==> src/rtl/mc_pkg.sv <==
package mc_pkg;
  typedef enum logic [1:0] {OM_COMB = 2'd0, OM_LATCH = 2'd1, OM_REG = 2'd2, OM_REG2 = 2'd3} omode_e;
  typedef enum logic [1:0] {FT_D = 2'd0, FT_T = 2'd1, FT_JK = 2'd2, FT_SR = 2'd3} ftype_e;
  typedef enum logic [1:0] {TM_RUN = 2'd0, TM_LOAD = 2'd1, TM_OBS = 2'd2, TM_RUN2 = 2'd3} tmode_e;
endpackage

==> src/rtl/mc_clk_sel.sv <==
module mc_clk_sel #(
  parameter int NCLK = 4,
  parameter int CSW  = 2
) (
  input  logic            clk_i,
  input  logic            rst_ni,
  input  logic [NCLK-1:0] blk_clk_i,
  input  logic            pt_clk_i,
  input  logic            async_i,
  input  logic [CSW-1:0]  csel_i,
  input  logic            fall_i,
  output logic            edge_o,
  output logic            gate_o
);
  localparam int NSRC = NCLK + 1;

  logic [NSRC-1:0] raw;
  logic [NSRC-1:0] raw_q;
  logic            sel_now;
  logic            sel_prev;

  assign raw = {pt_clk_i, blk_clk_i};

  // one history bit per clock source, so a config change never fakes an edge
  for (genvar g = 0; g < NSRC; g++) begin : g_hist
    always_ff @(posedge clk_i or negedge rst_ni) begin
      if (!rst_ni) raw_q[g] <= 1'b0;
      else         raw_q[g] <= raw[g];
    end
  end

  always_comb begin
    if (async_i) begin
      sel_now  = raw[NCLK]   ^ fall_i;
      sel_prev = raw_q[NCLK] ^ fall_i;
    end else begin
      sel_now  = raw[csel_i];
      sel_prev = raw_q[csel_i];
    end
  end

  assign edge_o = sel_now & ~sel_prev;
  assign gate_o = sel_now;
endmodule

==> src/rtl/mc_next_state.sv <==
module mc_next_state
  import mc_pkg::*;
(
  input  ftype_e ftype_i,
  input  logic   q_i,
  input  logic   a_i,
  input  logic   b_i,
  output logic   d_o
);
  always_comb begin
    unique case (ftype_i)
      FT_D:  d_o = a_i;
      FT_T:  d_o = q_i ^ a_i;
      FT_JK: d_o = (a_i & ~q_i) | (~b_i & q_i);
      FT_SR: d_o = ~b_i & (a_i | q_i);
      default: d_o = q_i;
    endcase
  end
endmodule

==> src/rtl/mc_init.sv <==
module mc_init (
  input  logic async_i,
  input  logic swap_i,
  input  logic apre_i,
  input  logic pt_init_i,
  input  logic blk_pre_i,
  input  logic blk_rst_i,
  output logic clr_o,
  output logic set_o
);
  logic want_clr;
  logic want_set;

  always_comb begin
    if (async_i) begin
      want_clr = pt_init_i & ~apre_i;
      want_set = pt_init_i &  apre_i;
    end else if (swap_i) begin
      want_clr = blk_pre_i;
      want_set = blk_rst_i;
    end else begin
      want_clr = blk_rst_i;
      want_set = blk_pre_i;
    end
  end

  assign clr_o = want_clr;
  assign set_o = want_set & ~want_clr;
endmodule

==> src/rtl/mc_cell.sv <==
module mc_cell
  import mc_pkg::*;
#(
  parameter int NCLK = 4,
  localparam int CSW = (NCLK > 1) ? $clog2(NCLK) : 1
) (
  input  logic            clk_i,
  input  logic            rst_ni,
  input  logic [NCLK-1:0] blk_clk_i,
  input  logic            pt_clk_i,
  input  logic            sum_i,
  input  logic            aux_i,
  input  logic            blk_pre_i,
  input  logic            blk_rst_i,
  input  logic            pt_init_i,
  input  logic [1:0]      cfg_omode_i,
  input  logic [1:0]      cfg_ftype_i,
  input  logic            cfg_inv_i,
  input  logic            cfg_async_i,
  input  logic [CSW-1:0]  cfg_csel_i,
  input  logic            cfg_fall_i,
  input  logic            cfg_swap_i,
  input  logic            cfg_apre_i,
  input  logic [1:0]      tmode_i,
  input  logic            preload_i,
  input  logic            oe_i,
  output logic            pin_o,
  output logic            oe_o,
  output logic            fb_o
);
  omode_e om_eff;
  tmode_e tm;
  logic   obs, pload;
  logic   sum_eff, aux_eff;
  logic   is_comb, is_latch;
  logic   fn_edge, gate;
  logic   init_clr, init_set, init_act;
  logic   next_d;
  logic   stor_q, hold_q;
  logic   latch_val, cell_val;

  assign tm       = tmode_e'(tmode_i);
  assign obs      = (tm == TM_OBS);
  assign pload    = (tm == TM_LOAD);
  // observe forces a storing cell with all terms low
  assign om_eff   = obs ? OM_REG : omode_e'(cfg_omode_i);
  assign sum_eff  = sum_i & ~obs;
  assign aux_eff  = aux_i & ~obs;
  assign is_comb  = (om_eff == OM_COMB);
  assign is_latch = (om_eff == OM_LATCH);

  mc_clk_sel #(.NCLK(NCLK), .CSW(CSW)) u_clk (
    .clk_i    (clk_i),
    .rst_ni   (rst_ni),
    .blk_clk_i(blk_clk_i),
    .pt_clk_i (pt_clk_i),
    .async_i  (cfg_async_i),
    .csel_i   (cfg_csel_i),
    .fall_i   (cfg_fall_i),
    .edge_o   (fn_edge),
    .gate_o   (gate)
  );

  mc_init u_init (
    .async_i  (cfg_async_i),
    .swap_i   (cfg_swap_i),
    .apre_i   (cfg_apre_i),
    .pt_init_i(pt_init_i),
    .blk_pre_i(blk_pre_i),
    .blk_rst_i(blk_rst_i),
    .clr_o    (init_clr),
    .set_o    (init_set)
  );

  assign init_act = init_clr | init_set;

  mc_next_state u_ns (
    .ftype_i(ftype_e'(cfg_ftype_i)),
    .q_i    (stor_q),
    .a_i    (sum_eff),
    .b_i    (aux_eff),
    .d_o    (next_d)
  );

  assign latch_val = (gate && !hold_q) ? sum_eff : stor_q;

  // hold_q: init released but the synchronising edge not yet seen
  always_ff @(posedge clk_i or negedge rst_ni) begin
    if (!rst_ni) begin
      stor_q <= 1'b0;
      hold_q <= 1'b0;
    end else if (pload) begin
      stor_q <= preload_i;
      hold_q <= 1'b0;
    end else if (init_act) begin
      stor_q <= init_set;
      hold_q <= 1'b1;
    end else if (hold_q) begin
      if (fn_edge) hold_q <= 1'b0;
    end else if (is_latch) begin
      stor_q <= latch_val;
    end else if (!is_comb && fn_edge) begin
      stor_q <= next_d;
    end
  end

  always_comb begin
    if (is_comb)       cell_val = sum_eff;
    else if (init_act) cell_val = init_set;
    else if (is_latch) cell_val = latch_val;
    else               cell_val = stor_q;
  end

  assign fb_o  = cell_val;
  assign pin_o = cell_val ^ cfg_inv_i;
  assign oe_o  = obs | oe_i;
endmodule

==> config.mk <==
export PLATFORM = sky130hd
export DESIGN_NAME = mc_cell
export DESIGN_NICKNAME = d
export VERILOG_FILES = /design/src/rtl/mc_pkg.sv /design/src/rtl/mc_clk_sel.sv /design/src/rtl/mc_next_state.sv /design/src/rtl/mc_init.sv /design/src/rtl/mc_cell.sv
export SDC_FILE = /design/constraint.sdc
export NUM_CORES = 1
export LEC_CHECK = 0
export BUFFER_PORTS_ARGS = -buffer_cell sky130_fd_sc_hd__buf_4
export CAP_MARGIN = 15
export CORE_MARGIN = 2
export CORE_UTILIZATION = 38
export CTS_CLUSTER_DIAMETER = 40
export DETAILED_ROUTE_END_ITERATION = 10
export PLACE_DENSITY = 0.68
export SLEW_MARGIN = 20
export SYNTH_ARGS = -nofsm -noshare
export SYNTH_HDL_FRONTEND = slang
export SYNTH_SLANG_ARGS = --single-unit
==> constraint.sdc <==
create_clock -name clk_i -period 2.3 [get_ports clk_i]
set_clock_uncertainty 0.15 [all_clocks]
set_input_delay 0.23 -clock clk_i [delete_from_list [all_inputs] [get_ports clk_i]]
set_output_delay 0.23 -clock clk_i [all_outputs]
set_load 0.02 [all_outputs]
# --- Yosys cells after proc, flatten, opt, wreduce, memory -nomap -nowiden ---
# Cells that the tools add are included.
# Widths: inputs -> output; s select.
word_totals:
  reg_bits: 7
  inputBits: 27
  output_inout_bits: 3
  word_cells: 71
classes:
  order_cmp: 1
  n_eq_ne: 7
  mux: 25
  bitwise_logic: 23
  reduce_logical: 8
op_table:
  columns: ["cell", "n"]
  rows:
  - ["$mux 1", 21]
  - ["$and 1x1->1", 9]
  - ["$eq 2x1->1 const B", 3]
  - ["$eq 2x2->1 const B", 3]
  - ["$not 1->1", 6]
  - ["$bmux 1 s2", 2]
  - ["$logic_not 2->1", 2]
  - ["$lt 2x4->1 const B", 1]
  - ["$or 1x1->1", 4]
  - ["$pmux 1 s4", 1]
  - ["$reduce_bool 4->1", 1]
  - ["$xor 1x1->1", 4]
  - ["$ne 3x3->1 const B", 1]
  - ["$logic_and 1x1->1", 2]
  - ["$logic_not 1->1", 2]
  - ["$mux 2", 1]
  - ["$reduce_and 2->1", 1]

# --- Longest topological paths before layout ---
depth:
  word_depth: 12
  ltp_mapped: 8
  mapped_depth_nobuf: 8

# --- By module ---
# From an unflattened synthesis, not the netlist that was laid out.
unflattened:
  hier_cells: 67
  hier_area_um2: 626.9
modules_own_cells:
  columns: ["mod", "instances", "cells_per_inst", "area_per_inst_um2", "seq_area_each_um2"]
  rows:
  - ["mc_cell", 1, 32, 276.5, 50.0]
  - ["mc_clk_sel", 1, 19, 240.2, 125.1]
  - ["mc_next_state", 1, 9, 58.8, 0.0]
  - ["mc_init", 1, 7, 51.3, 0.0]

# --- Least setup slack after synthesis ---
# No wires, ideal clock.
synth_timing:
  path_type: "in2out"
  start: "input port blk_clk_i[1]"
  end: "output port pin_o"
  arrival_time_ps: 1815
  required_time_ps: 1920
  setup_slack_ps: 105
  path_stages: 5
  path_buffers: 0
  cell_sequence: "clkinv_1 -> o2111a_1 -> a2111oi_1 -> mux2_2 -> o311ai_1"
synth_via:
  elab_chain_cells: 9
synth_lines:
  columns: ["element", "line_no", "rtl"]
  rows:
  - ["start: declaration", "mc_cell.sv:9", "input logic [NCLK-1:0] blk_clk_i,"]
  - ["$bmux 1 s2", "mc_clk_sel.sv:37", "sel_now = raw[csel_i];"]
  - ["$mux 1 (implied by the code)", "mc_clk_sel.sv:37", null]
  - ["$mux 1", "mc_clk_sel.sv:33", "if (async_i) begin"]
  - ["$logic_and 1x1->1", "mc_cell.sv:85", "assign latch_val = (gate && !hold_q) ? sum_eff : stor_q;"]
  - ["$mux 1", "mc_cell.sv:85", null]
  - ["$mux 1", "mc_cell.sv:110", "else if (is_latch) cell_val = latch_val;"]
  - ["$mux 1", "mc_cell.sv:109", "else if (init_act) cell_val = init_set;"]
  - ["$mux 1", "mc_cell.sv:108", "if (is_comb) cell_val = sum_eff;"]
  - ["$xor 1x1->1", "mc_cell.sv:115", "assign pin_o = cell_val ^ cfg_inv_i;"]
  - ["end: declaration", "mc_cell.sv:27", "output logic pin_o,"]
# No other way between the ends. The select of a mux whose other input is x is not followed.

# --- Final worst setup path ---
layout_timing:
  start: "input port blk_clk_i[0]"
  end: "output port pin_o"
# Same word-level chain as after synthesis.

==> out/metrics.yaml <==
outcome:
  outcome: "finished, final reports clean"
placement:
  hpwlAfterDp_um: 1240
  port_buffers: 29
  gp_congestion: 0.822
  dp_slack_ns: 0.106
clock_tree:
  cts_tree: "built"
  cts_sinks: 7
  path_clk_slew_ns: 0.05
  numCtsBuffers: 3
  clock_path_buffers: 2
  cts-root-buf: "clkbuf_4"
  worstSkewPairLatency_ns: 0.24
  h-tree-depth: 1
floorplanning:
  initial_utilization_pct: 40.5
  io_pins: 30
  rows: 14
  dieArea_um2: 1940
  die_h_um: 44.1
  die_w_um: 44.1
  core_um2: 1510
worst_setup_path:
  path_buf_inv: 2
  arrival_ns: 1.85
  start_kind: "input pin"
  rr_startpoint: "u_clk.raw_q[4]"
  r2r-end: "stor_q"
  endpoint_kind: "output port"
  ff2ff_setup_slack_ns: 0.33
  critical_path.cell_chain: "buf_4 -> nor2b_1 -> a2111oi_0 -> a2111oi_2 -> mux2_2 -> o311ai_1 -> buf_4"
  critPathKind: "in -> out"
  r2r_cells: 6
  crit_path_frequent_cell: "buf_4"
  critPathMaxStageDelay_ns: 0.46
  crit_family: "compound AO/OA/AOI/OAI gates"
  crit_required_ns: 1.92
  worst_path_max_delay_cell: "a2111oi_0"
  path_depth: 7
  crit_path_max_fanout: 4
cells_and_area:
  drive_above_1_share_pct: 32.7
  fillers: 153
  n_antenna_cell: 0
  syn_to_final_growth_pct: 53.9
  final_core_util_pct: 62.4
  layout.nets: 142
sta:
  post-route-period-util_pct: 96.9
  worstMarginPinSlew_ns: 0.496
  final.setup.worst_slack_ns: 0.0724
  fmax_ghz: 0.449
  max_slew_margin_pct: 66.1
  hold_viol: 0
  finalSetupViolCount: 0
  layout_min_cycle_time_ns: 2.23
  drv_slew: 0
detailed_routing:
  ant_nets: 0
  wire_per_inst_um: 11.7
  vias: 699
  first_pass_iters: 5
  drc: 0
  dr.first_iter.drc_count: 6
  drt_wl_total_um: 1520
  avgViaCountPerCell: 5.42
worst_hold_path:
  hp-class: "in -> reg"
  worst_hold_path.endpoint: "hold_q"
  whs_path_depth: 3
  min_from: "tmode_i[1]"
synthesis:
  syn_inst: 74
  yosys-top-cells-area: "dfrtp_1, a21oi_1, nor2b_1"
  synth_area_um2: 611
  yosysSeqAreaShare_pct: 28.7
  synth_top_cell_area_share_pct: 28.7
  ys_seq_elements: 7
  ys_types: 37
  ys.warnings.count: 0
  syn_nets: 102
  yosys.area.top_type: "dfrtp_1"
  syn_avg_cell_area_um2: 8.25
grt:
  grt_max_degree: 9
  antenna_found_initial: 0
  track_usage_pct: 17.0
  grt_pass1_wl_um: 2510
  grt_pass1_vias: 638
  grt_overflow: 0
flow_run:
  drv_cap: 0
pwr:
  powerDensity_nw_per_um2: 456
  vdd_drop_max_mv: 0.265
  power.leakage_uw: 0.000428
[cells in the final DEF (no fill, tap or decap), drive strengths merged, types with 3 or more instances in the layout]
master	instances
buf	29
nand2	7
a21oi	7
dfrtp	7
dlygate4sd3	6
nor2b	5
nor2	5
clkbuf	4
inv	3
a31oi	3
[flip-flops by register name, summed over array words and instances (netlist names)]
name,cells
stor_q,1
hold_q,1
u_clk.raw_q,5
[worst reg2reg max path, delay by kind of cell (launching register included)]
kind | cells | cell delay (ns)
and+or+nand+nor | 2 | 0.52
AOI/OAI and AO/OA | 3 | 0.50
DFF | 1 | 0.37
muxes | 1 | 0.33
[worst max-delay path by stage]
| stage | endpoint | from | slack (ns) |
|---|---|---|---|
| after CTS | pin_o | hold_q | 0.02 |
| after floorplan | pin_o | blk_clk_i[1] | 0.10 |
| after detailed placement | pin_o | cfg_csel_i[1] | 0.11 |
| after global routing | pin_o | blk_clk_i[0] | -0.03 |
| after global placement | pin_o | cfg_csel_i[1] | 0.1 |
| final | pin_o | blk_clk_i[0] | 0.07 |
[cells in the mapped netlist]
master and count:
a2111oi_0 1, o31ai_1 1, o22ai_1 1, mux2i_1 2, nor2_1 5, o311ai_0 1
nor2b_1 5, o21ai_0 1, mux2_4 1, mux2_2 1, a311o_1 1, o21a_1 1
o311ai_1 1, a31oi_1 3, ha_1 1, clkinv_1 1, a2111oi_1 1, a21o_1 1
a22o_1 1, or3b_1 1, and3_1 1, nand2b_1 2, nor3b_1 2, a21oi_1 7
nand3b_1 2, nor3_1 1, or3_1 1, nand2_1 7, nand3_1 2, o2111a_1 1
nor4_1 2, or2_2 1, nand4_1 2, o211ai_2 1, dfrtp_1 7, xnor2_1 1
inv_1 3
[through the flow]
| stage | total power (uW) | TNS, ns | hold WS [ns] | std cells | area (um2) |
|---|---|---|---|---|---|
| after global routing | 466 | -0.0339 | 0.175 | 129 | 940 |
| after global placement | 310 | 0 | -0.103 | 119 | 848 |
| after CTS | 435 | 0 | 0.142 | 129 | 935 |
| final | 429 | 0 | 0.165 | 129 | 940 |
| after floorplan | 236 | 0 | -0.216 | 74 | 611 |
| after detailed placement | 312 | 0 | -0.103 | 119 | 848 |
[power by group]
group | internal, uW | total, uW | switching (uW)
Sequential | 134 | 144 | 9.97
Clock | 66.1 | 109 | 43.0
Combinational | 95.4 | 176 | 80.4
Total | 295 | 429 | 133
[cells by family after synthesis]
family          after synthesis  share of synthesized area, %
simple gates                 34                          30.5
compound gates               23                          27.3
flops                         7                          28.7
buf+inv                       4                          2.46
mux                           4                          7.58
xor+xnor                      1                          1.43
fa+ha+maj                     1                          2.05
[routing by layer]
metal / GRT usage [%] / up-vias / share of wire [%]
met1: 20.2 / 311 / 43
met2: 31.2 / 23 / 50
met5: 0 / - / 0
met3: 2.45 / 2 / 6.8
met4: 5.45 / 0 / 0.40
li1: - / 363 / -
[final cells by class]
cell class | instances | area [um2] | area share (%)
Clock buffer | 4 | 26.3 | 2.80
Inverter | 4 | 15.0 | 1.60
Multi-Input combinational cell | 63 | 425 | 45.3
Sequential cell | 7 | 175 | 18.6
Tap cell | 16 | 20.0 | 2.13
Timing Repair Buffer | 35 | 278 | 29.6
[timing repair]
| action | CTS | global route |
|---|---|---|
| hold endpoints to repair | 12 | 0 |
| buffers inserted | 0 | 0 |
| gates resized for setup | 0 | 1 |
| hold buffers | 6 | 0 |
| setup endpoints to repair | 0 | 1 |
Note: power is estimated with default switching activity, not from simulation.
